[config.mk]
export PLATFORM = sky130hd
export DESIGN_NAME = irq_latch_ctrl
export DESIGN_NICKNAME = d
export VERILOG_FILES = /design/src/rtl/irq_pkg.sv /design/src/rtl/irq_edge_det.sv /design/src/rtl/irq_sc_reg.sv /design/src/rtl/irq_pin_ctrl.sv /design/src/rtl/irq_latch_ctrl.sv
export SDC_FILE = /design/constraint.sdc
export NUM_CORES = 1
export LEC_CHECK = 0
export ABC_CLOCK_PERIOD_IN_PS = 800
export BUFFER_PORTS_ARGS = -buffer_cell sky130_fd_sc_hd__buf_2
export CAP_MARGIN = 20
export CORE_UTILIZATION = 48
export DETAILED_ROUTE_END_ITERATION = 10
export PLACE_DENSITY_LB_ADDON = 0.08
export SYNTH_ARGS = -nofsm -noshare
export SYNTH_HDL_FRONTEND = slang
export SYNTH_SLANG_ARGS = --single-unit
export TNS_END_PERCENT = 10
[constraint.sdc]
create_clock -name clk_i -period 0.8 [get_ports clk_i]
set_input_delay 0.04 -clock clk_i [delete_from_list [all_inputs] [get_ports clk_i]]
set_output_delay 0.04 -clock clk_i [all_outputs]
set_load 0.02 [all_outputs]
[src/rtl/irq_pkg.sv]
package irq_pkg;
  localparam int unsigned ADDR_W = 8;
  typedef logic [ADDR_W-1:0] addr_t;

  localparam int unsigned NUM_SC = 3;  // 0: flags, 1: fall-enable, 2: rise-enable
  localparam addr_t A_SRC = 8'h08;
  localparam addr_t SC_SET_ADDR [NUM_SC] = '{8'h0A, 8'h0C, 8'h0E};
  localparam addr_t SC_CLR_ADDR [NUM_SC] = '{8'h0B, 8'h0D, 8'h0F};
endpackage

[src/rtl/irq_edge_det.sv]
module irq_edge_det #(
  parameter int unsigned W = 8
) (
  input  logic         clk_i,
  input  logic         rst_ni,
  input  logic [W-1:0] cond_i,
  output logic [W-1:0] src_o,
  output logic [W-1:0] rise_o,
  output logic [W-1:0] fall_o
);
  always_ff @(posedge clk_i or negedge rst_ni) begin
    if (!rst_ni) src_o <= '0;
    else         src_o <= cond_i;
  end

  assign rise_o = cond_i & ~src_o;
  assign fall_o = ~cond_i & src_o;
endmodule

[src/rtl/irq_sc_reg.sv]
module irq_sc_reg #(
  parameter int unsigned W = 8
) (
  input  logic         clk_i,
  input  logic         rst_ni,
  input  logic [W-1:0] set_i,
  input  logic [W-1:0] clr_i,
  input  logic [W-1:0] evt_i,
  output logic [W-1:0] q_o
);
  // hardware events override a software clear
  always_ff @(posedge clk_i or negedge rst_ni) begin
    if (!rst_ni) q_o <= '0;
    else         q_o <= ((q_o | set_i) & ~clr_i) | evt_i;
  end
endmodule

[src/rtl/irq_pin_ctrl.sv]
module irq_pin_ctrl #(
  parameter int unsigned W = 8
) (
  input  logic [W-1:0] latch_i,
  input  logic         susp_pin_i,
  input  logic         susp_bit_i,
  input  logic         int_oe_mode_i,
  output logic         irq_od_o,
  output logic         shr_oe_o,
  output logic         shr_val_o
);
  logic irq_act;
  assign irq_act   = |latch_i;
  assign irq_od_o  = irq_act;
  assign shr_oe_o  = (susp_pin_i | susp_bit_i) & int_oe_mode_i;
  assign shr_val_o = ~irq_act;
endmodule

[src/rtl/irq_latch_ctrl.sv]
module irq_latch_ctrl
  import irq_pkg::*;
#(
  parameter int unsigned W = 8
) (
  input  logic         clk_i,
  input  logic         rst_ni,
  input  logic [W-1:0] cond_i,
  input  logic [7:0]   reg_addr_i,
  input  logic [W-1:0] reg_wdata_i,
  input  logic         reg_we_i,
  output logic [W-1:0] reg_rdata_o,
  input  logic         susp_pin_i,
  input  logic         susp_bit_i,
  input  logic         int_oe_mode_i,
  output logic         irq_od_o,
  output logic         shr_oe_o,
  output logic         shr_val_o
);
  logic [W-1:0] src_q, rise, fall;
  logic [W-1:0] set_v [NUM_SC];
  logic [W-1:0] clr_v [NUM_SC];
  logic [W-1:0] evt_v [NUM_SC];
  logic [W-1:0] q_v   [NUM_SC];
  logic [W-1:0] latch_q, enl_q, enh_q;

  irq_edge_det #(.W(W)) i_edge (
    .clk_i (clk_i),
    .rst_ni(rst_ni),
    .cond_i(cond_i),
    .src_o (src_q),
    .rise_o(rise),
    .fall_o(fall)
  );

  assign latch_q = q_v[0];
  assign enl_q   = q_v[1];
  assign enh_q   = q_v[2];

  for (genvar g = 0; g < NUM_SC; g++) begin : g_sc
    assign set_v[g] = (reg_we_i && reg_addr_i == SC_SET_ADDR[g]) ? reg_wdata_i : '0;
    assign clr_v[g] = (reg_we_i && reg_addr_i == SC_CLR_ADDR[g]) ? reg_wdata_i : '0;
    if (g == 0) begin : g_evt
      assign evt_v[g] = (rise & enh_q) | (fall & enl_q);
    end else begin : g_noevt
      assign evt_v[g] = '0;
    end
    irq_sc_reg #(.W(W)) i_reg (
      .clk_i (clk_i),
      .rst_ni(rst_ni),
      .set_i (set_v[g]),
      .clr_i (clr_v[g]),
      .evt_i (evt_v[g]),
      .q_o   (q_v[g])
    );
  end

  always_comb begin
    reg_rdata_o = '0;
    if (reg_addr_i == A_SRC) reg_rdata_o = src_q;
    for (int k = 0; k < NUM_SC; k++) begin
      if (reg_addr_i == SC_SET_ADDR[k] || reg_addr_i == SC_CLR_ADDR[k])
        reg_rdata_o = q_v[k];
    end
  end

  irq_pin_ctrl #(.W(W)) i_pin (
    .latch_i      (latch_q),
    .susp_pin_i   (susp_pin_i),
    .susp_bit_i   (susp_bit_i),
    .int_oe_mode_i(int_oe_mode_i),
    .irq_od_o     (irq_od_o),
    .shr_oe_o     (shr_oe_o),
    .shr_val_o    (shr_val_o)
  );
endmodule

==> results_tabular.tex, run 1 <==
\begin{tabular}{lr}
\hline
Metric & Value \\
\hline
\multicolumn{2}{l}{\textbf{Clocking}} \\
CTS tree & done \\
CTS root buffer & clkbuf\_8 \\
Skew-Pair Late Insertion Delay & 0.28 ns \\
Number of buffers between clock root and the deepest sink & 2 \\
Clock buffer count from CTS & 5 \\
Number of sinks on the clock net & 32 \\
Clock transition time at the flip-flop clock pins of the worst setup and hold paths & 0.07 ns \\
H-tree depth & 2 \\
\multicolumn{2}{l}{\textbf{Critical path}} \\
Critical Path Sink Type & primary output \\
CP Launch Type & register \\
Required @ worst endpoint & 0.76 ns \\
Reg-to-reg critical path endpoint & g\_sc[0].i\_reg.q\_o[3] \\
Reg-to-Reg Start & i\_edge.src\_o[3] \\
Critical Path, Cell by Cell & nor3b\_2 > a211oi\_2 > a211oi\_4 > buf\_2 \\
Worst reg2reg path depth & 4 \\
Cell with the largest stage delay on the worst path & dfrtp\_1 \\
WP buf/inv & 1 \\
Worst path top cell family by delay & flip-flops \\
Flop-to-flop setup slack & -0.29 ns \\
Largest fanout on the critical path & 2 \\
Data arrival time of the critical path & 1.30 ns \\
Max incr delay on CP & 0.35 ns \\
Critical path class & register to primary output \\
\multicolumn{2}{l}{\textbf{Timing}} \\
Final WS setup & -0.5395 ns \\
Post-route clock period utilization & 1.674 \\
Hold WS & 0.07990 ns \\
Fin Clk Skew & 0.001988 ns \\
Final Slew Violations & 0 \\
Final setup violation count & 34 \\
Rel. slew slack & 0.7492 \\
Unrepaired setup endpoints after global routing & true \\
Minimum clock period & 1.340 ns \\
Fmax achieved & 746.5 MHz \\
Number of hold violations in the final report & 0 \\
Measured slew at the worst slew-check pin & 0.3748 ns \\
\multicolumn{2}{l}{\textbf{Routing}} \\
Avg Vias per Cell & 5.914 \\
Initial detailed-routing violation count & 98 \\
Mean routed wirelength per cell & 18.48 um \\
Detailed Routing Iterations Pass 1 & 4 \\
Antenna-violating nets left & 0 \\
Number of design rule violations left after detail routing & 0 \\
Routed wire length & 5359 um \\
Total vias in the final route & 1715 \\
\multicolumn{2}{l}{\textbf{Worst hold path}} \\
Hold EP & g\_sc[0].i\_reg.q\_o[0] \\
Beginning of the worst hold path & reg\_wdata\_i[0] \\
Hold Path Stages & 2 \\
Min-delay worst type & input port to register \\
\multicolumn{2}{l}{\textbf{Synthesis}} \\
Largest area contributor in the synthesized netlist & dfrtp\_1 \\
Cell variety after synth & 28 \\
Most numerous cell in the Yosys netlist & dfrtp\_1 \\
Gate count after technology mapping & 165 \\
Count of state elements after synthesis & 32 \\
Proportion of netlist area held by the largest area contributor & 0.4488 \\
Proportion of synthesized flip-flops having asynchronous set or reset & 1.000 \\
Most instantiated flip-flop cell in the synthesis netlist & dfrtp\_1 \\
Post-Synthesis Cell Area & 1784 sq um \\
Nets in the synthesized netlist & 195 \\
Synthesis Warnings & 0 \\
Synthesized area divided by synthesized cell count & 10.81 sq um \\
Part of the Yosys area used for sequential elements & 0.4488 \\
Number of enable flip-flop cells after synthesis & 0 \\
Top cells by area in the synthesized netlist & dfrtp\_1 (45\%), mux2\_4 (10\%), a311o\_1 (4.5\%), mux2i\_1 (4.5\%), nand3\_1 (4.5\%) \\
Synth cell count leaders & dfrtp\_1 (32), nand2\_1 (16), nand3\_1 (16) \\
\multicolumn{2}{l}{\textbf{Floorplan}} \\
Row count & 21 \\
Area of the die & 3965 sq um \\
Initial core utilization & 0.5184 \\
Core area & 3442 sq um \\
Floorplan die height & 62.97 um \\
Horizontal extent of the die & 62.97 um \\
IO Pins & 41 \\
\multicolumn{2}{l}{\textbf{Placed design}} \\
Estimated wirelength of the detail-placed design & 3377 um \\
Routability congestion estimate & 0.8054 \\
Count of input and output buffers & 40 \\
Post-placement cell area & 2354 sq um \\
Number of placed instances, taps included & 273 \\
\multicolumn{2}{l}{\textbf{Global routing}} \\
Maximum number of pins on one net before global-route repair & 33 \\
Number of antenna violations at the first check in global routing & 0 \\
Number of global-route vias before repair & 1692 \\
First-pass GRT wire length & 8542 um \\
Global route overflow & 0 \\
GRT Overall Usage & 0.2828 \\
\multicolumn{2}{l}{\textbf{Finish}} \\
Antenna cell count & 0 \\
Cell Count, Final, Fillers Out & 290 \\
Area growth from synthesis to layout & 56.87\% \\
Nets@finish & 274 \\
Post-route cell area & 2799 sq um \\
Share of final-layout standard cells stronger than drive strength 1 & 0.5492 \\
\multicolumn{2}{l}{\textbf{Pwr}} \\
Power per unit of standard cell area & 1347 nW/um\^{}2 \\
Largest voltage drop on the vdd net & 0.001107 V \\
Static Leakage & 1.243 nW \\
\multicolumn{2}{l}{\textbf{Outcome}} \\
Violated checks & negative setup slack \\
Status & complete, but fails checks \\
\multicolumn{2}{l}{\textbf{Flow run}} \\
Max cap viols & 0 \\
\hline
\end{tabular}
==> worst max-delay path by stage <==
stage | start | end | depth (start not counted)
global route | g_sc[0].i_reg.q_o[6] | shr_val_o | 4
detailed placement | reg_addr_i[5] | reg_rdata_o[0] | 6
global placement | reg_addr_i[5] | reg_rdata_o[0] | 6
CTS | i_edge.src_o[6] | reg_rdata_o[6] | 4
floorplan | reg_addr_i[4] | g_sc[1].i_reg.q_o[0] | 4
finish | i_edge.src_o[6] | reg_rdata_o[6] | 4
==> per-layer routing <==
metal  GRT usage  part of all wire
met4     0.07267            0.0078
met3     0.04745             0.053
met5           0                 0
met1      0.3882              0.45
met2      0.4610              0.49
==> kinds of logic after synthesis <==
group,count (synthesis),share of synthesized area
AOI/OAI and AO/OA,41,0.1767
buffers and inverters,23,0.06382
and+or+nand+nor,45,0.1396
muxes,24,0.1711
DFF,32,0.4488
==> metrics by stage <==
stage                     setup TNS (ns)    util  power, mW  setup WS [ns]
after floorplan                   -10.21       -      2.130        -0.3333
after global placement            -14.47  0.6838      2.427        -0.5235
after detailed placement          -15.09  0.6838      2.456        -0.5489
after CTS                         -9.344  0.7913      3.735        -0.5478
after global routing              -11.05  0.8132      3.914        -0.5887
final                             -9.758  0.8132      3.769        -0.5395
==> power breakdown <==
group,internal [mW],switching (mW)
clock,0.591,0.573
sequential,1.71,0.0963
combinational,0.409,0.388
==> placed cells by master, fill, tap and decap left out, types with 4 or more instances in the layout <==
| cell | netlist | routed |
|---|---|---|
| a211oi_4 | 0 | 8 |
| a221oi_2 | 0 | 6 |
| a311o_1 | 8 | 8 |
| a31oi_1 | 8 | 8 |
| buf_2 | 4 | 28 |
| buf_4 | 2 | 28 |
| buf_6 | 2 | 17 |
| clkbuf_8 | 0 | 5 |
| dfrtp_1 | 32 | 31 |
| dlygate4sd3_1 | 0 | 9 |
| inv_1 | 10 | 10 |
| mux2_2 | 4 | 4 |
| mux2_4 | 12 | 12 |
| mux2i_1 | 8 | 6 |
| nand2_1 | 16 | 16 |
| nand3_1 | 16 | 8 |
| nand3_2 | 0 | 7 |
| o22ai_1 | 7 | 7 |
==> area by class of cell <==
class,instances,area (sq um)
well taps,46,57.56
repair buffers,85,686.9
fillers,219,643.1
clock inverters,1,5.005
clock buffers,6,72.57
multi-input cells,110,1137
inverters,10,37.54
flip-flops and latches,32,802.0
==> state kept, by name, summed over array words and instances, names as in the netlist <==
| name | count |
|---|---|
| g_sc.i_reg.q_o | 24 |
| i_edge.src_o | 8 |
==> repair_timing <==
item	in CTS	in global routing
hold buffers	9	0
buffers inserted	1	0
hold endpoints to repair	40	0
endpoints found under the setup margin	34	34
resized for setup	45	16
cloned	0	0
pin swaps	14	5
(Power assumes the default switching activity.)
==> run 2, diff against run 1 <==
--- a/config.mk
+++ b/config.mk
@@ -6,7 +6,7 @@
 export NUM_CORES = 1
 export LEC_CHECK = 0
+export ABC_AREA = 0
 export ABC_CLOCK_PERIOD_IN_PS = 800
 export BUFFER_PORTS_ARGS = -buffer_cell sky130_fd_sc_hd__buf_2
-export CAP_MARGIN = 20
 export CORE_UTILIZATION = 48
 export DETAILED_ROUTE_END_ITERATION = 10
==> constraint.sdc (replaced) <==
create_clock -name clk_i -period 0.8 [get_ports clk_i]
set_input_delay 0.16 -clock clk_i [delete_from_list [all_inputs] [get_ports clk_i]]
set_output_delay 0.16 -clock clk_i [all_outputs]
set_load 0.02 [all_outputs]
==> run 2 against run 1 <==
Effect of this change:
- the run still ends with negative setup slack left
- non-clock buffer count grew 4
- sequential power is essentially flat
- largest cell class unchanged
- critical endpoint is now reg_rdata_o[1]
- critical path type is now input port to primary output
- power grew 14%
- final cell count grew 1.7%
==> results_tabular.tex, run 2 (synthesized netlist as in run 1, its figures left out) <==
\begin{tabular}{lr}
\hline
Metric & Value \\
\hline
\multicolumn{2}{l}{\textbf{Floorplan}} \\
Horizontal extent of the die & 62.97 um (unchanged) \\
Core area & 3442 sq um (unchanged) \\
IO Pins & 41 (unchanged) \\
Row count & 21 (unchanged) \\
Area of the die & 3965 sq um (unchanged) \\
Floorplan die height & 62.97 um (unchanged) \\
Initial core utilization & 0.5184 (unchanged) \\
\multicolumn{2}{l}{\textbf{Finish}} \\
Leading cell types in the layout, fill and taps excluded & buf\_4 (39), dfrtp\_1 (31), buf\_2 (28) \\
Nets@finish & 278 (+1.5\%) \\
Largest register FFs & 24 (unchanged) \\
Area growth from synthesis to layout & 58.56\% \\
Cell Count, Final, Fillers Out & 295 (+1.7\%) \\
Post-route cell area & 2829 sq um (+1.1\%) \\
Antenna cell count & 0 (unchanged) \\
Register bank with the most flops & g\_sc.i\_reg.q\_o \\
Share of final-layout standard cells stronger than drive strength 1 & 0.5582 (+0.009053) \\
Leading cell type in the layout, fill and taps excluded & buf\_4 \\
Largest registers & g\_sc.i\_reg.q\_o x24, i\_edge.src\_o x8 \\
Finished Core Util & 0.8219 (+0.008724) \\
\multicolumn{2}{l}{\textbf{Critical path}} \\
Flop-to-flop setup slack & -0.35 ns (-0.06 ns) \\
Worst reg2reg path depth & 4 (unchanged) \\
CP Launch Type & input port \\
Reg-to-reg critical path endpoint & g\_sc[0].i\_reg.q\_o[2] \\
Critical path class & input port to primary output \\
Required @ worst endpoint & 0.64 ns (-0.12 ns) \\
Data arrival time of the critical path & 1.34 ns (+0.04 ns) \\
Largest fanout on the critical path & 8 (+6) \\
Reg-to-Reg Start & g\_sc[0].i\_reg.q\_o[2] \\
Critical Path Sink Type & primary output \\
Launch point of the worst path & reg\_addr\_i[5] \\
\multicolumn{2}{l}{\textbf{Clocking}} \\
Skew-Pair Late Insertion Delay & 0.28 ns (about the same) \\
H-tree depth & 2 (unchanged) \\
Number of sinks on the clock net & 32 (unchanged) \\
CTS root buffer & clkbuf\_8 \\
Number of buffers between clock root and the deepest sink & 2 (unchanged) \\
CTS tree & done \\
Clock transition time at the flip-flop clock pins of the worst setup and hold paths & 0.07 ns (about the same) \\
Post CTS Setup Buffer Count & 0 (-1) \\
Clock buffer count from CTS & 5 (unchanged) \\
\multicolumn{2}{l}{\textbf{Worst hold path}} \\
Min-delay worst type & input port to register \\
Hold EP & i\_edge.src\_o[3] \\
Hold Path Stages & 1 (-1) \\
Beginning of the worst hold path & cond\_i[3] \\
\multicolumn{2}{l}{\textbf{Routing}} \\
Number of design rule violations left after detail routing & 0 (unchanged) \\
Antenna-violating nets left & 0 (unchanged) \\
Detailed Routing Iterations Pass 1 & 4 (unchanged) \\
Mean routed wirelength per cell & 18.04 um (-2.4\%) \\
Total vias in the final route & 1755 (+2.3\%) \\
Avg Vias per Cell & 5.949 (+0.60\%) \\
Routed wire length & 5321 um (-0.71\%) \\
Initial detailed-routing violation count & 82 (-16\%) \\
\multicolumn{2}{l}{\textbf{Timing}} \\
Final Slew Violations & 0 (unchanged) \\
Fin Clk Skew & 0.003633 ns (+0.001645 ns) \\
Minimum clock period & 1.497 ns (+0.1576 ns) \\
Unrepaired setup endpoints after global routing & true \\
Hold WS & 0.01322 ns (-0.06669 ns) \\
Rel. slew slack & 0.7492 (about the same) \\
Fmax achieved & 668.0 MHz (-11\%) \\
Final setup violation count & 34 (unchanged) \\
Final WS setup & -0.6971 ns (-0.1576 ns) \\
Post-route clock period utilization & 1.871 (+0.1970) \\
Measured slew at the worst slew-check pin & 0.3749 ns (+0.00004125 ns) \\
Number of hold violations in the final report & 0 (unchanged) \\
\multicolumn{2}{l}{\textbf{Global routing}} \\
Global route overflow & 0 (unchanged) \\
GRT Overall Usage & 0.2655 (-0.01731) \\
First-pass GRT wire length & 8100 um (-5.2\%) \\
Maximum number of pins on one net before global-route repair & 33 (unchanged) \\
Number of antenna violations at the first check in global routing & 0 (unchanged) \\
Number of global-route vias before repair & 1736 (+2.6\%) \\
\multicolumn{2}{l}{\textbf{Pwr}} \\
Power per unit of standard cell area & 1524 nW/um\^{}2 (+13\%) \\
Largest voltage drop on the vdd net & 0.001167 V (+5.4\%) \\
Static Leakage & 1.329 nW (+6.9\%) \\
\multicolumn{2}{l}{\textbf{Outcome}} \\
Violated checks & negative setup slack \\
Status & complete, but fails checks \\
\multicolumn{2}{l}{\textbf{Placed design}} \\
Number of placed instances, taps included & 285 (+4.4\%) \\
Post-placement cell area & 2467 sq um (+4.8\%) \\
Count of input and output buffers & 40 (unchanged) \\
Routability congestion estimate & 0.8382 (+4.1\%) \\
Estimated wirelength of the detail-placed design & 3331 um (-1.3\%) \\
\multicolumn{2}{l}{\textbf{Flow run}} \\
Max cap viols & 0 (unchanged) \\
\hline
\end{tabular}
[run 2: cell count changes in the layout (fill, tap and decap cells not counted), sizes merged]
cell         delta
bufinv          +1
buf            +11
clkinv          -1
clkbuf          +1
dlygate4sd3     -7
[run 2: per-layer routing]
layer / vias up / GRT usage / wire (um)
met5: - / 0 / 0
met4: 0 / 0.06686 / 70
met3: 10 / 0.05657 / 283
met2: 72 / 0.4530 / 2809
met1: 886 / 0.3397 / 2157
li1: 787 / - / -
[run 2: how the worst max path moves through the flow]
stage,depth (start not counted),slack (ns),endpoint
finish,5,-0.70,reg_rdata_o[1]
global placement,5,-0.77,reg_rdata_o[1]
global route,6,-0.75,reg_rdata_o[7]
detailed placement,5,-0.78,reg_rdata_o[1]
CTS,5,-0.75,reg_rdata_o[1]
floorplan,4,-0.56,reg_rdata_o[0]
[run 2: timing repair]
action	in CTS	in global routing
pin swaps	11	5
hold buffers	1	1
endpoints found under the hold margin	32	1
gates resized for setup	23	25
endpoints found under the setup margin	34	34
[run 2: cell type report]
type                            count  area, sq um
Clock inverter                      1        30.03
Inverter                           10        37.54
Tap cell                           46        57.56
Fill cell                         210        613.1
Clock buffer                        7        96.34
Timing Repair Buffer               89        708.2
Sequential cell                    32        802.0
Multi-Input combinational cell    110         1097
[run 2: critical path, stage by stage]
cell      delay [ns]
buf_6           0.09
nand2b_4        0.12
or4_4           0.57
a211oi_4        0.24
buf_6           0.15
[run 2: per-stage QoR]
step | TNS, ns | setup slack, ns | power (mW)
final | -14.64 | -0.6971 | 4.311
after global routing | -15.94 | -0.7476 | 4.468
after CTS | -15.87 | -0.7509 | 4.244
after detailed placement | -22.65 | -0.7769 | 2.518
after global placement | -22.13 | -0.7740 | 2.487
after floorplan | -15.23 | -0.5556 | 2.136
[run 2: where the power goes]
part           leakage (nW)  internal [mW]  switching, mW
Combinational         0.878          0.415          0.399
Sequential            0.387           1.71         0.0855
Clock                0.0645           1.10          0.601
Total                  1.33           3.23           1.09
